==> src/rtl/fpm_pkg.sv <==
package fpm_pkg;
    parameter int EXP_W  = 11;
    parameter int FRAC_W = 52;

    localparam int WORD_W = 1 + EXP_W + FRAC_W;
    localparam int SIG_W  = FRAC_W + 1;
    localparam int BIAS   = (1 << (EXP_W - 1)) - 1;
    localparam int SUM_W  = EXP_W + 2;
    localparam int LZ_W   = $clog2(FRAC_W + 1);
    localparam int N_OPND = 2;

    typedef enum logic [2:0] {
        CL_ZERO, CL_SUB, CL_NORM, CL_INF, CL_QNAN, CL_SNAN
    } fp_class_e;

    typedef struct packed {
        logic              sign;
        logic [EXP_W-1:0]  exp;
        logic [FRAC_W-1:0] frac;
    } fp_word_t;

    typedef struct packed {
        fp_class_e cls;
        fp_word_t  word;
    } fp_info_t;

    function automatic fp_word_t make_quiet(input fp_word_t w);
        fp_word_t q;
        q = w;
        q.frac[FRAC_W-1] = 1'b1;
        return q;
    endfunction

    function automatic fp_word_t default_nan();
        fp_word_t q;
        q.sign = 1'b0;
        q.exp  = '1;
        q.frac = '0;
        q.frac[FRAC_W-1] = 1'b1;
        return q;
    endfunction

    function automatic logic is_nan(input fp_class_e c);
        return (c == CL_QNAN) || (c == CL_SNAN);
    endfunction

    function automatic logic [LZ_W-1:0] lead_zeros(input logic [FRAC_W-1:0] v);
        logic [LZ_W-1:0] n;
        n = LZ_W'(FRAC_W);
        for (int i = 0; i < FRAC_W; i++)
            if (v[i]) n = LZ_W'(FRAC_W - 1 - i);
        return n;
    endfunction
endpackage

==> src/rtl/fpm_classify.sv <==
module fpm_classify
    import fpm_pkg::*;
(
    input  fp_word_t word_i,
    output fp_info_t info_o
);
    logic exp_ones, exp_zero, frac_zero;

    always_comb begin
        exp_ones  = &word_i.exp;
        exp_zero  = ~|word_i.exp;
        frac_zero = ~|word_i.frac;
        info_o.word = word_i;
        if (exp_ones && frac_zero)       info_o.cls = CL_INF;
        else if (exp_ones)               info_o.cls = word_i.frac[FRAC_W-1] ? CL_QNAN : CL_SNAN;
        else if (exp_zero && frac_zero)  info_o.cls = CL_ZERO;
        else if (exp_zero)               info_o.cls = CL_SUB;
        else                             info_o.cls = CL_NORM;
    end
endmodule

==> src/rtl/fpm_align.sv <==
module fpm_align
    import fpm_pkg::*;
(
    input  fp_info_t                 info_i,
    output logic [SIG_W-1:0]         sig_o,
    output logic signed [SUM_W-1:0]  exp_o
);
    logic [LZ_W-1:0] lz;

    always_comb begin
        lz    = lead_zeros(info_i.word.frac);
        sig_o = '0;
        exp_o = '0;
        case (info_i.cls)
            CL_NORM: begin
                sig_o = {1'b1, info_i.word.frac};
                exp_o = $signed({{(SUM_W-EXP_W){1'b0}}, info_i.word.exp});
            end
            CL_SUB: begin
                sig_o = {1'b0, info_i.word.frac} << (lz + 1'b1);
                exp_o = -$signed({{(SUM_W-LZ_W){1'b0}}, lz});
            end
            default: ;
        endcase
    end
endmodule

==> src/rtl/fpm_resolve.sv <==
module fpm_resolve
    import fpm_pkg::*;
(
    input  fp_info_t a_i,
    input  fp_info_t b_i,
    input  logic     trap_en_i,
    output logic     special_o,
    output logic     invalid_o,
    output logic     trap_o,
    output fp_word_t result_o
);
    logic     bad, sgn, a_inf, b_inf, any_zero;
    fp_word_t res, inf_w, zero_w;

    always_comb begin
        sgn      = a_i.word.sign ^ b_i.word.sign;
        inf_w    = '{sign: sgn, exp: '1, frac: '0};
        zero_w   = '{sign: sgn, exp: '0, frac: '0};
        a_inf    = (a_i.cls == CL_INF);
        b_inf    = (b_i.cls == CL_INF);
        any_zero = (a_i.cls == CL_ZERO) || (b_i.cls == CL_ZERO);
        bad       = 1'b0;
        special_o = 1'b1;
        res       = '0;
        if (a_i.cls == CL_SNAN) begin
            bad = 1'b1;
            res = make_quiet(a_i.word);
        end else if (a_i.cls == CL_QNAN) begin
            if (b_i.cls == CL_SNAN) begin
                bad = 1'b1;
                res = make_quiet(b_i.word);
            end else begin
                res = a_i.word;
            end
        end else if (is_nan(b_i.cls)) begin
            bad = (b_i.cls == CL_SNAN);
            res = make_quiet(b_i.word);
        end else if (a_inf || b_inf) begin
            if (any_zero) begin
                bad = 1'b1;
                res = default_nan();
            end else begin
                res = inf_w;
            end
        end else if (any_zero) begin
            res = zero_w;
        end else begin
            special_o = 1'b0;
        end
        invalid_o = bad & ~trap_en_i;
        trap_o    = bad & trap_en_i;
        result_o  = trap_o ? '0 : res;
    end
endmodule

==> src/rtl/fpm_front.sv <==
module fpm_front
    import fpm_pkg::*;
(
    input  logic                     [WORD_W-1:0] op_a_i,
    input  logic                     [WORD_W-1:0] op_b_i,
    input  logic                                  trap_en_i,
    output logic                                  special_o,
    output logic                                  pass_o,
    output logic                                  invalid_o,
    output logic                                  trap_o,
    output logic                     [WORD_W-1:0] result_o,
    output logic                     [SIG_W-1:0]  sig_a_o,
    output logic                     [SIG_W-1:0]  sig_b_o,
    output logic signed              [SUM_W-1:0]  exp_o
);
    localparam logic signed [SUM_W-1:0] BIAS_S = SUM_W'(BIAS);

    fp_word_t                 words [N_OPND];
    fp_info_t                 infos [N_OPND];
    logic [SIG_W-1:0]         sigs  [N_OPND];
    logic signed [SUM_W-1:0]  exps  [N_OPND];
    fp_word_t                 res_w;
    logic                     spec;

    assign words[0] = fp_word_t'(op_a_i);
    assign words[1] = fp_word_t'(op_b_i);

    for (genvar g = 0; g < N_OPND; g++) begin : g_opnd
        fpm_classify u_cls (.word_i(words[g]), .info_o(infos[g]));
        fpm_align    u_aln (.info_i(infos[g]), .sig_o(sigs[g]), .exp_o(exps[g]));
    end

    fpm_resolve u_res (
        .a_i       (infos[0]),
        .b_i       (infos[1]),
        .trap_en_i (trap_en_i),
        .special_o (spec),
        .invalid_o (invalid_o),
        .trap_o    (trap_o),
        .result_o  (res_w)
    );

    always_comb begin
        special_o = spec;
        pass_o    = ~spec;
        result_o  = res_w;
        sig_a_o   = pass_o ? sigs[0] : '0;
        sig_b_o   = pass_o ? sigs[1] : '0;
        exp_o     = pass_o ? (exps[0] + exps[1] - BIAS_S) : '0;
    end
endmodule

==> config.mk <==
export PLATFORM = sky130hd
export DESIGN_NAME = fpm_front
export DESIGN_NICKNAME = d
export VERILOG_FILES = /design/src/rtl/fpm_pkg.sv /design/src/rtl/fpm_classify.sv /design/src/rtl/fpm_align.sv /design/src/rtl/fpm_resolve.sv /design/src/rtl/fpm_front.sv
export SDC_FILE = /design/constraint.sdc
export NUM_CORES = 1
export LEC_CHECK = 0
export BUFFER_PORTS_ARGS = -buffer_cell sky130_fd_sc_hd__buf_2
export CORE_ASPECT_RATIO = 1.1
export CORE_UTILIZATION = 45
export DETAILED_ROUTE_END_ITERATION = 8
export GPL_TIMING_DRIVEN = 0
export PLACE_DENSITY = 0.69
export SLEW_MARGIN = 30
export SYNTH_ARGS = -nofsm -noshare
export SYNTH_HDL_FRONTEND = slang
export SYNTH_SLANG_ARGS = --single-unit
==> constraint.sdc <==
create_clock -name vclk -period 9.64
set_input_delay 0.964 -clock vclk [all_inputs]
set_output_delay 0.964 -clock vclk [all_outputs]
set_load 0.02 [all_outputs]
==> metrics, run 1 <==
Die Y=180.9 um; Syn Area/Cell=6.157 um2; stop err=[ERROR GRT-0116] Global routing finished with congestion. Check the congestion regions in the DRC Viewer.; cell count after synthesis=2126; Port Buffers=257; Synth Net Count=2283; status=stopped before the end; Initial Utilization=0.4573; largest net degree at the start of global routing=11; cts hold-fix bufs=0; gp weighted congestion=1.227; # rows=65; Unique masters post-synth=99; remaining global-route overflow=1; DP Wirelength=70130 um; number of global-route vias before repair=21300; cts repair resizes=2; die width=164.6 um; Post-Syn Area=13090 um2; Halt Stage=global routing; first-pass GRT wire length=145500 um; num ports=316; sequential share of the synthesized area=0; Synth Warn #=0; gr usage total=0.6677; Post-CTS Setup Bufs=0
[kinds of logic after synthesis]
| group | count (synthesis) | share of synthesized area |
|---|---|---|
| multiplexers | 195 | 0.1793 |
| buffers and inverters | 307 | 0.09998 |
| AND/OR/NAND/NOR | 890 | 0.3199 |
| AO/OA/AOI/OAI | 683 | 0.3552 |
| XOR/XNOR | 23 | 0.01826 |
| adder cells (fa/ha/maj) | 28 | 0.02734 |
[metal layers]
layer | GRT overflow | global-route usage
met5 | 0 | 0.09091
met4 | 0 | 0.6323
met3 | 0 | 0.4635
met2 | 1 | 0.8634
met1 | 0 | 0.6908
[metrics by stage]
step                std cells  setup slack [ns]  area (um2)  hold slack [ns]    util
floorplan                2126             2.061       13090            2.006       -
detailed placement       2751           -0.3646       14850            2.225  0.5187
global placement         2751           -0.2236       14840            2.222  0.5183
CTS                      2751            0.1896       14850            2.227  0.5188
[synth_stat cells (29+ instances only)]
cell type | instances | area, um2
nor3_1 | 75 | 375.4
o211ai_1 | 43 | 322.8
mux2_2 | 30 | 337.8
a211oi_1 | 29 | 217.7
inv_1 | 53 | 198.9
buf_2 | 69 | 345.3
a21oi_1 | 173 | 865.8
a22oi_1 | 63 | 473.0
o21ai_0 | 104 | 520.5
nor2_1 | 216 | 810.8
nand3_1 | 107 | 535.5
clkbuf_1 | 150 | 563.0
nor4_1 | 50 | 312.8
mux2i_1 | 134 | 1341
nand2_1 | 290 | 1089
==> run 2: changes to the inputs <==
--- a/config.mk
+++ b/config.mk
@@ -6,11 +6,10 @@
 export NUM_CORES = 1
 export LEC_CHECK = 0
 export BUFFER_PORTS_ARGS = -buffer_cell sky130_fd_sc_hd__buf_2
-export CORE_ASPECT_RATIO = 1.1
-export CORE_UTILIZATION = 45
+export CORE_UTILIZATION = 30
 export DETAILED_ROUTE_END_ITERATION = 8
 export GPL_TIMING_DRIVEN = 0
-export PLACE_DENSITY = 0.69
+export PLACE_DENSITY_LB_ADDON = 0.15
 export SLEW_MARGIN = 30
 export SYNTH_ARGS = -nofsm -noshare
 export SYNTH_HDL_FRONTEND = slang
==> metrics, run 2 <==
cell count after synthesis=2126 (unchanged); Synth Net Count=2283 (unchanged); die width=210.9 um (+28%); Unique masters post-synth=99 (unchanged); seq_cells=0; leading area contributor after synthesis=mux2i_1; Critical Path AT=8.40 ns; gr usage total=0.4525; Slew Viols, Final=0; slowest cell on the critical path=nor4_4; Worst Path Required=8.68 ns; fin util=0.3526; Area Overhead vs Synth=16.03%; hold_ws=2.195 ns; CP Capture Type=output port; die footprint=44470 um2; Final Cycle Share=0.9714; CP delay by family, top=buffers and inverters; DP Wirelength=80700 um (+15%); remaining global-route overflow=0; largest net degree at the start of global routing=20; DP Area=15150 um2 (+2.0%); first-pass detailed-route iteration total=6; Routed Antenna Nets=0; RSZ-0062 raised after global routing=false; Final Hold Fails=0; fin nets=2543; Finish-stage setup viols=0; WL final=104100 um; num ports=316 (unchanged); Hold Crit Start=trap_en_i; crit path time final=9.364 ns; commonest non-fill, non-tap cells in the layout=buf_2 (327), nand2_1 (290), nor2_1 (216); hold depth=3; Syn Area/Cell=6.157 um2 (unchanged); Worst path most repeated cell=o21ai_0; Post-Syn Area=13090 um2 (unchanged); Port Buffers=257 (unchanged); crit-path max cell delay=0.68 ns; wire per inst=35.01 um; critical-path maximum fanout=19; status=finished clean; First DRT Iteration DRCs=3150; most frequent cell after synthesis=nand2_1; via/cell ratio=6.832; # rows=76 (+17%); Post-synth top cells=nand2_1 (290), nor2_1 (216), a21oi_1 (173); number of global-route vias before repair=19120; Finished Cell Area=15190 um2; Die Y=210.9 um (+17%); Worst Hold End=invalid_o; Yosys top cell area share=0.1025 (unchanged); relative slew slack=0.2527; ratio of cells with drive above 1 in the final layout=0.1971; multi-input logic area=11840 um2; gp weighted congestion=1.073 (-13%); Synth Warn #=0 (unchanged); critical path launch point type=input port; ranking of synthesized cells by area=mux2i_1 (10%), nand2_1 (8.3%), a21oi_1 (6.6%); detailed-route via count=20300; slew of the pin with the lowest slew margin=1.121 ns; # DRC=0; class of the worst hold path=in -> out; Initial Utilization=0.3039 (-0.1534); core region area=43080 um2; filler cell count=4975; total of max-cap violations=0; Sequential cell area=0 um2; Crit Path Class=in -> out; Max Fclk=0.1068 GHz; sequential share of the synthesized area=0 (unchanged); Clock Buffer Count=0; initial antenna violation count=1; crit path buf inv count=8; first-pass GRT wire length=144900 um; cts hold-fix bufs=0 (unchanged); most common cell after layout, fill and taps aside=buf_2
==> run 2: cell counts after synthesis <==
No cell type changed its count.
==> run 2: worst max path at each step <==
stage	startpoint	endpoint	slack [ns]	depth (start not counted)
6_report	op_a_i[33]	exp_o[11]	0.28	29
5_1_grt	op_b_i[30]	exp_o[11]	0.04	28
4_1_cts	op_a_i[43]	exp_o[11]	0.02	28
3_5_place_dp	op_a_i[25]	exp_o[11]	-0.77	29
3_3_place_gp	op_a_i[43]	exp_o[12]	-1.05	26
2_1_floorplan	op_a_i[50]	exp_o[11]	2.06	28
==> run 2: worst min-delay path: stages <==
cell and delay, ns:
buf_2 0.09, nor2b_1 0.03, buf_2 0.15
==> run 2: layout make-up <==
class	count	share of cell area
Multi-Input combinational cell	1819	0.7793
Timing Repair Buffer	259	0.08551
Buffer	247	0.07175
Tap cell	585	0.04819
Inverter	59	0.01475
Antenna cell	3	0.0004943
==> run 2: per-layer routing <==
layer  up-vias  part of all wire  global-route usage
li1       8519                 -                   -
met1      9710              0.37              0.5380
met2      1616              0.44              0.7149
met3       459              0.10             0.08341
met4         0             0.095              0.3626
met5         -                 0                   0
==> run 2: cell families (layout without fill, tap and decap cells) <==
family,Yosys count,count (layout),share of synthesized area
AO/OA/AOI/OAI,683,683,0.3552
XOR/XNOR,23,23,0.01826
adder cells (fa/ha/maj),28,28,0.02734
buffers and inverters,307,565,0.09998
multiplexers,195,195,0.1793
other,0,3,0
AND/OR/NAND/NOR,890,890,0.3199
==> run 2: through the flow <==
step           setup TNS (ns)  setup slack, ns  std cells
2_1_floorplan               0            2.061       2126
3_3_place_gp           -4.837           -1.054       2968
3_5_place_dp           -2.754          -0.7725       2969
4_1_cts                     0          0.01916       2968
5_1_grt                     0          0.03970       2969
6_report                    0           0.2760       2972
==> run 2: timing repair <==
item,CTS,global route
gates resized for setup,1,9
buffers inserted,0,0
endpoints found under the setup margin,6,4
gates cloned,0,0
